### src/rtl/evw_pkg.sv
`timescale 1ns/1ps
package evw_pkg;
  // Decision taken for the record at the head of the queue in one cycle
  typedef enum logic [2:0] {
    ACT_IDLE,
    ACT_HOLD,
    ACT_FWD,
    ACT_DROP,
    ACT_RETIRE
  } evw_act_e;
endpackage

### src/rtl/evw_fifo.sv
`timescale 1ns/1ps
module evw_fifo #(
  parameter int W     = 8,
  parameter int DEPTH = 4
) (
  input  logic         clk,
  input  logic         rst_n,
  input  logic         wr_en,
  input  logic [W-1:0] wr_data,
  input  logic         rd_en,
  output logic [W-1:0] rd_data,
  output logic         empty,
  output logic         full
);
  localparam int AW = (DEPTH > 1) ? $clog2(DEPTH) : 1;
  localparam int CW = $clog2(DEPTH + 1);

  logic [AW-1:0] wr_ptr_q, wr_ptr_d;
  logic [AW-1:0] rd_ptr_q, rd_ptr_d;
  logic [CW-1:0] cnt_q, cnt_d;
  logic [W-1:0]  mem_q [DEPTH];

  always_comb begin
    wr_ptr_d = wr_ptr_q;
    rd_ptr_d = rd_ptr_q;
    if (wr_en) begin
      wr_ptr_d = (wr_ptr_q == AW'(DEPTH - 1)) ? '0 : wr_ptr_q + 1'b1;
    end
    if (rd_en) begin
      rd_ptr_d = (rd_ptr_q == AW'(DEPTH - 1)) ? '0 : rd_ptr_q + 1'b1;
    end
    cnt_d = cnt_q + CW'(wr_en) - CW'(rd_en);
  end

  always_ff @(posedge clk or negedge rst_n) begin
    if (!rst_n) begin
      wr_ptr_q <= '0;
      rd_ptr_q <= '0;
      cnt_q    <= '0;
    end else begin
      wr_ptr_q <= wr_ptr_d;
      rd_ptr_q <= rd_ptr_d;
      cnt_q    <= cnt_d;
    end
  end

  // Storage slots: no reset, written only under their own enable
  for (genvar i = 0; i < DEPTH; i++) begin : g_slot
    always_ff @(posedge clk) begin
      if (wr_en && (wr_ptr_q == AW'(i))) begin
        mem_q[i] <= wr_data;
      end
    end
  end

  assign rd_data = mem_q[rd_ptr_q];
  assign empty   = (cnt_q == '0);
  assign full    = (cnt_q == CW'(DEPTH));

  // the owner never writes a full queue
  p_no_wr_full_r12: assert property (@(posedge clk) disable iff (!rst_n)
    wr_en |-> !full);
  // a record is only removed when one is present
  p_no_rd_empty_r10: assert property (@(posedge clk) disable iff (!rst_n)
    rd_en |-> !empty);
endmodule

### src/rtl/evw_match.sv
`timescale 1ns/1ps
module evw_match
  import evw_pkg::*;
#(
  parameter int TS_W    = 8,
  parameter int WID_W   = 4,
  parameter int OFS_MAX = 7
) (
  input  logic             bypass_i,
  input  logic             rec_vld_i,
  input  logic [TS_W-1:0]  rec_ts_i,
  input  logic             win_vld_i,
  input  logic [TS_W-1:0]  win_lo_i,
  input  logic [WID_W-1:0] win_wid_i,
  input  logic [TS_W-1:0]  now_i,
  output evw_act_e         act_o
);
  logic [TS_W-1:0]      raw_win, raw_age, raw_end;
  logic signed [TS_W:0] s_win, s_age, s_end, s_wid, s_lim;

  always_comb begin
    raw_win = rec_ts_i - win_lo_i;
    raw_age = now_i - rec_ts_i;
    raw_end = now_i - win_lo_i;
    s_win   = signed'({raw_win[TS_W-1], raw_win});
    s_age   = signed'({raw_age[TS_W-1], raw_age});
    s_end   = signed'({raw_end[TS_W-1], raw_end});
    s_wid   = signed'({{(TS_W + 1 - WID_W){1'b0}}, win_wid_i});
    s_lim   = signed'((TS_W + 1)'(OFS_MAX));
  end

  always_comb begin
    act_o = ACT_IDLE;
    if (!rec_vld_i) begin
      if (win_vld_i && !bypass_i && (s_end > s_wid)) act_o = ACT_RETIRE;
    end else if (bypass_i) begin
      act_o = ACT_FWD;
    end else if (win_vld_i) begin
      if (s_win < 0)           act_o = ACT_DROP;
      else if (s_win <= s_wid) act_o = ACT_FWD;
      else                     act_o = ACT_RETIRE;
    end else begin
      act_o = (s_age > s_lim) ? ACT_DROP : ACT_HOLD;
    end
  end

  // matching without bypass needs an open window
  always_comb begin
    if (act_o == ACT_FWD && !bypass_i) begin
      a_fwd_needs_win_r4: assert (win_vld_i && rec_vld_i);
    end
  end
endmodule

### src/rtl/evwin_filter.sv
`timescale 1ns/1ps
module evwin_filter
  import evw_pkg::*;
#(
  parameter int TS_W      = 8,
  parameter int FINE_W    = 12,
  parameter int CH_W      = 5,
  parameter int OFS_W     = 3,
  parameter int WID_W     = 4,
  parameter int REC_DEPTH = 8,
  parameter int WIN_DEPTH = 4,
  parameter int CNT_W     = 16
) (
  input  logic              clk,
  input  logic              rst_n,
  input  logic              tick_i,
  input  logic              bypass_i,
  input  logic [OFS_W-1:0]  cfg_offset_i,
  input  logic [WID_W-1:0]  cfg_width_i,
  input  logic              vld_pulse_i,
  input  logic              in_valid_i,
  output logic              in_ready_o,
  input  logic [TS_W-1:0]   in_coarse_i,
  input  logic [FINE_W-1:0] in_fine_i,
  input  logic [CH_W-1:0]   in_chan_i,
  output logic              out_valid_o,
  input  logic              out_ready_i,
  output logic [TS_W-1:0]   out_coarse_o,
  output logic [FINE_W-1:0] out_fine_o,
  output logic [CH_W-1:0]   out_chan_o,
  output logic [CNT_W-1:0]  drop_count_o,
  output logic              pend_ovf_o
);
  localparam int OFS_MAX = (1 << OFS_W) - 1;
  localparam int REC_W   = TS_W + FINE_W + CH_W;
  localparam int WIN_W   = TS_W + WID_W;

  // Reset: asserted asynchronously, released on a clock edge
  logic rst_s1_q, rst_s2_q, rst_ns;
  always_ff @(posedge clk or negedge rst_n) begin
    if (!rst_n) begin
      rst_s1_q <= 1'b0;
      rst_s2_q <= 1'b0;
    end else begin
      rst_s1_q <= 1'b1;
      rst_s2_q <= rst_s1_q;
    end
  end
  assign rst_ns = rst_s2_q;

  // Coarse time base
  logic [TS_W-1:0] now_q, now_d;
  always_comb now_d = tick_i ? now_q + 1'b1 : now_q;

  // Record queue
  logic             rec_wr, rec_rd, rec_empty, rec_full;
  logic [REC_W-1:0] rec_wdata, rec_rdata;
  assign rec_wdata = {in_coarse_i, in_fine_i, in_chan_i};
  assign rec_wr    = in_valid_i && !rec_full;

  evw_fifo #(.W(REC_W), .DEPTH(REC_DEPTH)) i_rec_fifo (
    .clk     (clk),
    .rst_n   (rst_ns),
    .wr_en   (rec_wr),
    .wr_data (rec_wdata),
    .rd_en   (rec_rd),
    .rd_data (rec_rdata),
    .empty   (rec_empty),
    .full    (rec_full)
  );

  logic [TS_W-1:0]   head_ts;
  logic [FINE_W-1:0] head_fine;
  logic [CH_W-1:0]   head_chan;
  assign {head_ts, head_fine, head_chan} = rec_rdata;

  // Pending window queue
  logic             win_push, win_pop, win_empty, win_full;
  logic [TS_W-1:0]  new_lo, head_lo;
  logic [WID_W-1:0] head_wid;
  logic [WIN_W-1:0] win_wdata, win_rdata;
  assign new_lo    = now_q - {{(TS_W - OFS_W){1'b0}}, cfg_offset_i};
  assign win_wdata = {new_lo, cfg_width_i};
  assign win_push  = vld_pulse_i && !bypass_i && !win_full;

  evw_fifo #(.W(WIN_W), .DEPTH(WIN_DEPTH)) i_win_fifo (
    .clk     (clk),
    .rst_n   (rst_ns),
    .wr_en   (win_push),
    .wr_data (win_wdata),
    .rd_en   (win_pop),
    .rd_data (win_rdata),
    .empty   (win_empty),
    .full    (win_full)
  );
  assign {head_lo, head_wid} = win_rdata;

  // Decision for the head record
  evw_act_e act;
  evw_match #(.TS_W(TS_W), .WID_W(WID_W), .OFS_MAX(OFS_MAX)) i_match (
    .bypass_i  (bypass_i),
    .rec_vld_i (!rec_empty),
    .rec_ts_i  (head_ts),
    .win_vld_i (!win_empty),
    .win_lo_i  (head_lo),
    .win_wid_i (head_wid),
    .now_i     (now_q),
    .act_o     (act)
  );

  assign out_valid_o  = (act == ACT_FWD);
  assign rec_rd       = (out_valid_o && out_ready_i) || (act == ACT_DROP);
  assign win_pop      = (act == ACT_RETIRE);
  assign out_coarse_o = head_ts;
  assign out_fine_o   = head_fine;
  assign out_chan_o   = head_chan;
  assign in_ready_o   = !rec_full;

  // Drop counter and overflow flag
  logic [CNT_W-1:0] drop_q, drop_d;
  logic             ovf_q, ovf_d;
  always_comb begin
    drop_d = (act == ACT_DROP) ? drop_q + 1'b1 : drop_q;
    ovf_d  = ovf_q || (vld_pulse_i && !bypass_i && win_full);
  end

  always_ff @(posedge clk or negedge rst_ns) begin
    if (!rst_ns) begin
      now_q  <= '0;
      drop_q <= '0;
      ovf_q  <= 1'b0;
    end else begin
      now_q  <= now_d;
      drop_q <= drop_d;
      ovf_q  <= ovf_d;
    end
  end

  assign drop_count_o = drop_q;
  assign pend_ovf_o   = ovf_q;

  // an offered, unaccepted record stays put unless the mode changes
  p_out_hold_r10: assert property (@(posedge clk) disable iff (!rst_ns)
    (out_valid_o && !out_ready_i) |=>
      ((out_valid_o && $stable(out_chan_o) && $stable(out_coarse_o) && $stable(out_fine_o))
       || (bypass_i != $past(bypass_i))));
  // overflow flag is sticky
  p_ovf_sticky_r9: assert property (@(posedge clk) disable iff (!rst_ns)
    pend_ovf_o |=> pend_ovf_o);
  // a pulse on a full pending queue raises the flag
  p_ovf_set_r9: assert property (@(posedge clk) disable iff (!rst_ns)
    (vld_pulse_i && !bypass_i && win_full) |=> pend_ovf_o);
  // in bypass a stored record is always offered
  p_bypass_fwd_r2: assert property (@(posedge clk) disable iff (!rst_ns)
    (bypass_i && !rec_empty) |-> out_valid_o);
  // ready output mirrors queue occupancy
  p_ready_full_r12: assert property (@(posedge clk) disable iff (!rst_ns)
    (rec_full && !rec_rd) |=> !in_ready_o);
endmodule

### config.mk
export PLATFORM = sky130hd
export DESIGN_NAME = evwin_filter
export DESIGN_NICKNAME = d
export VERILOG_FILES = /design/src/rtl/evw_pkg.sv /design/src/rtl/evw_fifo.sv /design/src/rtl/evw_match.sv /design/src/rtl/evwin_filter.sv
export SDC_FILE = /design/constraint.sdc
export NUM_CORES = 1
export LEC_CHECK = 0
export BUFFER_PORTS_ARGS = -buffer_cell sky130_fd_sc_hd__buf_2
export CORE_UTILIZATION = 50
export CTS_CLUSTER_SIZE = 12
export DETAILED_ROUTE_END_ITERATION = 12
export PLACE_DENSITY = 0.69
export SLEW_MARGIN = 15
export SYNTH_ARGS = -nofsm -noshare
export SYNTH_HDL_FRONTEND = slang
export SYNTH_SLANG_ARGS = --single-unit
### constraint.sdc
create_clock -name clk -period 5.96 [get_ports clk]
set_clock_uncertainty 0.15 [all_clocks]
set_input_delay 0.596 -clock clk [delete_from_list [all_inputs] [get_ports clk]]
set_output_delay 0.596 -clock clk [all_outputs]
set_load 0.01 [all_outputs]
==> run_results.csv, run 1 <==
group,metric,value,unit
logic_synthesis,synth_edf_count,248,
logic_synthesis,ys_ff_latch,292,
worst_setup_path,worstSetupPathType,"reg2reg",
die,start_util,51.07,%
clocking,cts-root-buf,"clkbuf_16",
final_layout,nets,946,
final_layout,area_growth,13.22,%
detailed_routing,avgViaCountPerCell,5.646,
sta,worstMarginPinSlew,0.9723,ns
final_layout,fillerInstances,1932,
sta,setup_tns,0,ns
detailed_routing,drt_iter0_drc,423,
logic_synthesis,synth.area.top_cells,"edfxtp_1 (58%), mux4_2 (11%), dfrtp_1 (8.5%)",
placed_design,place_hpwl,16100,um
worst_setup_path,critPathArrivalTime,5.68,ns
die,die_y,162.6,um
pwr,intPower,5373,uW
detailed_routing,via_count,6747,
global_route,grt_pass1_vias,7333,
die,dieWidth,162.6,um
clocking,cts.htree.levels,1,
die,io_pins,83,
worst_setup_path,critPathCaptureType,"flip-flop",
pwr,p_clk_share,20.5,%
global_route,antenna_found_initial,3,
logic_synthesis,ys_dominant_reg_cell,"edfxtp_1",
die,core,0.02525,sq mm
worst_setup_path,endpoint,"i_rec_fifo.cnt_q[1]$_DFF_PN0_",
logic_synthesis,yosysWarnings,0,
clocking,cts_sinks,292,
logic_synthesis,yosysTopAreaCell,"edfxtp_1",
die,dieArea,0.02644,sq mm
sta,period_needed,5.378,ns
logic_synthesis,async_flop_share,15.07,%
sta,finalCritPeriodShare,90.24,%
sta,max_freq,185.9,MHz
clocking,cts.clk_slew.worst_paths,0.06,ns
logic_synthesis,synth_top_area_share,57.74,%
global_route,grt_overflow_total,0,
detailed_routing,first_pass_iters,5,
sta,rsz0062_at_grt,"no",
clocking,ctsResizeCount,0,
detailed_routing,drcViolationCount,0,
pwr,seqPwrFrac,34.8,%
clocking,clockBufferDepth,3,
run,maxCapViolCount,0,
final_layout,final_cell_area,0.01460,sq mm
sta,hold_violations,0,
die,rows,58,
sta,slew_headroom,35.18,%
logic_synthesis,netlist_area,0.01290,sq mm
clocking,cts-buffers-inserted,31,
pwr,p_leak,0.005451,uW
logic_synthesis,synth.distinct_cells,59,
worst_setup_path,reg2reg_slack,0.58,ns
global_route,track_usage,19.93,%
global_route,grt_first_pass_wirelength,39630,um
clocking,clk_latency,0.56,ns
logic_synthesis,ys_seq_area_share,66.28,%
worst_setup_path,start_kind,"flip-flop",
pwr,comb_power_share,44.7,%
clocking,cts_tree,"built",
logic_synthesis,postSynthAreaPerCell,17.27,sq um
logic_synthesis,synth_common_cells,"edfxtp_1 (248), mux4_2 (62), ha_1 (57)",
logic_synthesis,synth.most_common_cell,"edfxtp_1",
worst_setup_path,cp_data_required_time,6.26,ns
worst_setup_path,cp-startpoint,"i_rec_fifo.rd_ptr_q[0]$_DFFE_PN0P_",
detailed_routing,wl,25120,um
sta,final-setup-viol-count,0,
outcome,status,"finished clean",
worst_setup_path,path_max_fanout,31,
detailed_routing,wl_per_cell,21.02,um
placed_design,port_buffers,82,
clocking,cts_setup_buffers,0,
detailed_routing,ant_nets,0,
sta,slew_viol_final,0,
global_route,grt_max_degree,43,
final_layout,drive_above_1_share,27.18,%
hold_path,worstHoldPathType,"in2reg",
worst_setup_path,r2r_cells,18,
worst_setup_path,r2r-end,"i_rec_fifo.cnt_q[1]$_DFF_PN0_",
pwr,p_sw_share,36.25,%
placed_design,place.gp.congestion,0.8946,
worst_setup_path,r2r-start,"i_rec_fifo.rd_ptr_q[0]$_DFFE_PN0P_",
placed_design,placed_area,0.01368,sq mm
clocking,hold_buffers,1,
logic_synthesis,netlist_instances,747,
pwr,p_switching,3056,uW
logic_synthesis,syn_nets,849,
pwr,power_density,577.2,mW/mm^2
pwr,vdd_drop_max,0.3765,mV
==> cells by family after synthesis <==
| group | after synthesis | synth area share (%) |
|---|---|---|
| simple gates | 111 | 4.754 |
| buf+inv | 77 | 2.309 |
| fa+ha+maj | 63 | 6.461 |
| other cells | 1 | 0.02908 |
| flops | 292 | 66.28 |
| compound gates | 65 | 3.395 |
| xor+xnor | 44 | 3.046 |
| mux | 94 | 13.73 |
==> area by class of cell <==
cell class | count | area, sq um | area share (%)
inverter | 52 | 195.2 | 1.337
tap | 330 | 412.9 | 2.828
timing repair buffer | 89 | 465.4 | 3.187
clock buffer | 36 | 794.5 | 5.441
antenna | 4 | 10.01 | 0.06855
clock inverter | 14 | 108.9 | 0.7454
sequential | 292 | 8554 | 58.58
multi-input combinational | 378 | 4061 | 27.81
==> flip-flops by register name, indices dropped and copies added (netlist names) <==
| name | cells |
|---|---|
| drop_count_o | 16 |
| i_rec_fifo.cnt_q | 4 |
| i_win_fifo.mem_q | 48 |
| i_win_fifo.wr_ptr_q | 2 |
| rst_ns | 1 |
| pend_ovf_o | 1 |
| i_rec_fifo.rd_ptr_q | 3 |
| i_rec_fifo.mem_q | 200 |
| i_win_fifo.cnt_q | 3 |
| now_q | 8 |
| i_win_fifo.rd_ptr_q | 2 |
| rst_s1_q | 1 |
| i_rec_fifo.wr_ptr_q | 3 |
==> layer usage <==
metal | vias to the layer above | wire, um | track usage [%]
met4 | 0 | 613 | 6.712
met3 | 49 | 1293 | 3.718
li1 | 3090 | - | -
met5 | - | 0 | 0
met1 | 3443 | 10260 | 24.22
met2 | 165 | 12960 | 35.68
==> how the worst min path moves through the flow <==
| stage | start | end | slack, ns | depth (start not counted) |
|---|---|---|---|---|
| finish | cfg_width_i[2] | i_win_fifo.mem_q[2][2]$_DFFE_PP_ | 0.12 | 1 |
| global route | cfg_width_i[3] | i_win_fifo.mem_q[1][3]$_DFFE_PP_ | 0.11 | 1 |
| CTS | cfg_width_i[3] | i_win_fifo.mem_q[1][3]$_DFFE_PP_ | 0.1 | 1 |
| detailed placement | rst_s1_q$_DFF_PN0_ | rst_ns$_DFF_PN0_ | 0.19 | 0 |
| global placement | rst_s1_q$_DFF_PN0_ | rst_ns$_DFF_PN0_ | 0.19 | 0 |
| floorplan | rst_n | rst_ns$_DFF_PN0_ | 0.15 | 0 |
==> power groups by stage <==
stage / Clock [uW] / Sequential (uW) / Combinational [uW]
floorplan: 0 / 2820 / 2860
global placement: 0 / 2960 / 3570
detailed placement: 0 / 2980 / 3760
CTS: 1760 / 2950 / 3790
global route: 1830 / 2990 / 4180
finish: 1730 / 2940 / 3770
==> placed cells by master (no fill, tap or decap), types with 8 or more instances in the layout <==
| cell | n |
|---|---|
| edfxtp_1 | 248 |
| buf_2 | 82 |
| mux4_2 | 62 |
| ha_1 | 57 |
| inv_1 | 52 |
| dfrtp_1 | 41 |
| clkbuf_16 | 31 |
| xnor2_1 | 29 |
| nor2_1 | 22 |
| o21ai_0 | 21 |
| mux2_2 | 21 |
| a21oi_1 | 14 |
| xor2_1 | 14 |
| nand2_1 | 14 |
| nand4_1 | 11 |
| nand3_1 | 10 |
| and3_1 | 9 |
| and3_2 | 8 |
==> critical path, cell delays in order, from the launching register on <==
cell     delay, ns
dfrtp_4       0.68
buf_4         0.59
mux4_2        0.58
mux2i_1       0.28
inv_1         0.11
ha_1          0.36
o21ai_0       0.24
nor2_1        0.08
nor2_1        0.14
nand3_1       0.10
nor3b_2       0.20
or3b_4        0.42
a31oi_4       0.24
ha_1          0.28
inv_1         0.06
ha_1          0.16
inv_1         0.05
fa_1          0.48
inv_1         0.04
==> through the flow <==
step	setup WS (ns)	hold slack (ns)	cells	total power, uW	util (%)
final	0.5817	0.1156	1195	8429	57.82
after floorplan	0.4456	0.1504	747	5685	-
after global routing	0.08192	0.1078	1191	8999	57.78
after CTS	0.4838	0.09571	1191	8493	57.78
after global placement	0.7200	0.1874	1140	6522	54.17
after detailed placement	0.5464	0.1854	1140	6746	54.17
(Power assumes the default switching activity.)
==> run 2, diff against run 1 <==
Settings changed: CORE_UTILIZATION 50 to 60, GPL_ROUTABILITY_DRIVEN set to 0, PLACE_DENSITY 0.69 to 0.8.
==> run 2 against run 1 <==
Against the previous run:
- power is 0.20% lower
- critical path type unchanged
- largest cell class unchanged
- hold slack better by 0.011 ns
- largest power group unchanged
- fmax is 4.2% higher
- routed wire length is 1.2% lower
- global-route usage is 3.5 points higher
- first-iteration DRC count is 6.6% higher
==> run_results.csv, run 2 (synthesis gave the netlist of run 1 again) <==
group,metric,value,unit
global_route,antenna_found_initial,1,
global_route,grt_pass1_vias,7166,
placed_design,port_buffers,82,
detailed_routing,drt_iter0_drc,451,
clocking,clockBufferDepth,3,
final_layout,final_common_cell,"edfxtp_1",
clocking,cts.clk_slew.worst_paths,0.06,ns
die,die_y,148.6,um
worst_setup_path,start_kind,"flip-flop",
worst_setup_path,worstSetupPathType,"reg2reg",
worst_setup_path,cp_slowest_cell,"dfrtp_4",
sta,rsz0062_at_grt,"no",
worst_setup_path,cp_top_family,"compound AO/OA/AOI/OAI gates",
sta,final-setup-viol-count,0,
die,dieWidth,148.6,um
outcome,status,"finished clean",
worst_setup_path,path_buf_inv,2,
final_layout,top_register,"i_rec_fifo.mem_q",
sta,timing.hold.ws,0.1264,ns
clocking,ctsResizeCount,0,
die,rows,53,
worst_setup_path,cpMostUsedCell,"ha_1",
sta,finalCritPeriodShare,86.61,%
global_route,grt_max_degree,43,
clocking,cts_tree,"built",
detailed_routing,drcViolationCount,0,
sta,slew_headroom,34.86,%
sta,period_needed,5.162,ns
final_layout,final_cells,1141,
final_layout,largest_reg_flops,200,
worst_setup_path,critPathArrivalTime,5.49,ns
detailed_routing,avgViaCountPerCell,5.988,
sta,setup_tns,0,ns
final_layout,drive_above_1_share,26.79,%
sta,worstMarginPinSlew,0.9771,ns
hold_path,worstHoldPathType,"in2reg",
detailed_routing,ant_nets,0,
worst_setup_path,slowest_delay,0.58,ns
clocking,cts_sinks,292,
final_layout,area_growth,12.69,%
detailed_routing,wl,24810,um
clocking,cts_setup_buffers,0,
global_route,grt_first_pass_wirelength,38980,um
final_layout,final_cell_mix,"edfxtp_1 (248), buf_2 (82), mux4_2 (62), ha_1 (57), inv_1 (52)",
clocking,cts-buffers-inserted,30,
detailed_routing,via_count,6832,
clocking,hold_buffers,1,
die,core,0.02102,sq mm
detailed_routing,wl_per_cell,21.74,um
pwr,vdd_drop_max,0.3314,mV
run,maxCapViolCount,0,
sta,max_freq,193.7,MHz
clocking,cts-root-buf,"clkbuf_16",
placed_design,place_hpwl,15940,um
sta,slew_viol_final,0,
clocking,clk_latency,0.56,ns
placed_design,dpl.cell_count,1085,
global_route,grt_overflow_total,0,
die,dieArea,0.02209,sq mm
worst_setup_path,path_max_fanout,21,
worst_setup_path,cp_data_required_time,6.29,ns
pwr,p_leak,0.005454,uW
detailed_routing,first_pass_iters,4,
worst_setup_path,critPathCaptureType,"flip-flop",
worst_setup_path,crit_chain,"buf_4 > mux4_2 > mux2i_1 > ha_1 > o21ai_0 > a31oi_1 > o41ai_1 > xnor2_1 > a22oi_2 > or3b_4 > a31oi_4 > ha_1 > inv_1 > ha_1 > a21o_1 > a21oi_1 > xor2_1",
global_route,track_usage,23.39,%
die,io_pins,83,
pwr,power_density,578.8,mW/mm^2
clocking,cts.htree.levels,1,
die,start_util,61.35,%
final_layout,nets,945,
final_layout,post-route-util,69.14,%
final_layout,antenna_cells,0,
sta,hold_violations,0,
==> run 2: cell types whose count changed in the layout (fill, tap and decap cells not counted), sizes merged <==
cell,change
clkbuf,+10
clkinv,-2
clkinvlp,-2
diode,-4
inv,-1
==> run 2: path summary, 6_finish.rpt <==
path	from	end	slack (ns)	depth (start not counted)
worst min register to register	rst_s1_q$_DFF_PN0_	rst_ns$_DFF_PN0_	0.20	0
worst min-delay path	cfg_width_i[1]	i_win_fifo.mem_q[1][1]$_DFFE_PP_	0.13	1
min in group asynchronous	rst_n	rst_ns$_DFF_PN0_	0.19	2
worst max register to register	i_rec_fifo.rd_ptr_q[0]$_DFFE_PN0P_	i_rec_fifo.cnt_q[3]$_DFF_PN0_	0.80	17
worst max-delay path	i_rec_fifo.rd_ptr_q[0]$_DFFE_PN0P_	i_rec_fifo.cnt_q[3]$_DFF_PN0_	0.80	17
max in group asynchronous	rst_ns$_DFF_PN0_	i_rec_fifo.rd_ptr_q[0]$_DFFE_PN0P_	4.64	0
==> run 2: metal layers <==
metal | part of all wire, % | track usage (%) | up-vias
met5 | 0.052 | 0 | -
li1 | - | - | 3094
met4 | 1.9 | 6.495 | 2
met1 | 43 | 32.97 | 3470
met3 | 5.6 | 3.528 | 43
met2 | 50 | 38.36 | 223
==> run 2: cell type report <==
cell class              count  area (sq um)
flip-flops and latches    292          8554
clock buffers              46         820.8
fillers                  1317          6487
inverters                  52         195.2
well taps                 275         344.1
repair buffers             89         465.4
multi-input cells         378          4061
clock inverters             9         92.59
==> run 2: stage by stage <==
| step | setup WS (ns) | area (sq um) | total power [uW] |
|---|---|---|---|
| after floorplan | 0.4456 | 12900 | 5685 |
| after CTS | 0.7952 | 14530 | 8450 |
| after global routing | 0.3719 | 14530 | 8961 |
| final | 0.7978 | 14530 | 8412 |
| after global placement | 0.9464 | 13610 | 6451 |
| after detailed placement | 0.8262 | 13610 | 6696 |
==> run 2: where the power goes <==
part / internal (uW) / leakage [uW] / total [uW] / switching [uW]
registers: 2650 / 0.00280 / 2930 / 282
logic: 1740 / 0.00221 / 3760 / 2020
clock network: 991 / 0.000443 / 1720 / 731
total: 5380 / 0.00545 / 8410 / 3030
==> run 2: worst reg2reg max path: stages, from the launching register on <==
cell and delay, ns:
dfrtp_4 0.58, buf_4 0.44, mux4_2 0.58, mux2i_1 0.25
ha_1 0.35, o21ai_0 0.17, a31oi_1 0.08, o41ai_1 0.34
xnor2_1 0.13, a22oi_2 0.27, or3b_4 0.42, a31oi_4 0.23
ha_1 0.26, inv_1 0.06, ha_1 0.27, a21o_1 0.18
a21oi_1 0.17, xor2_1 0.16
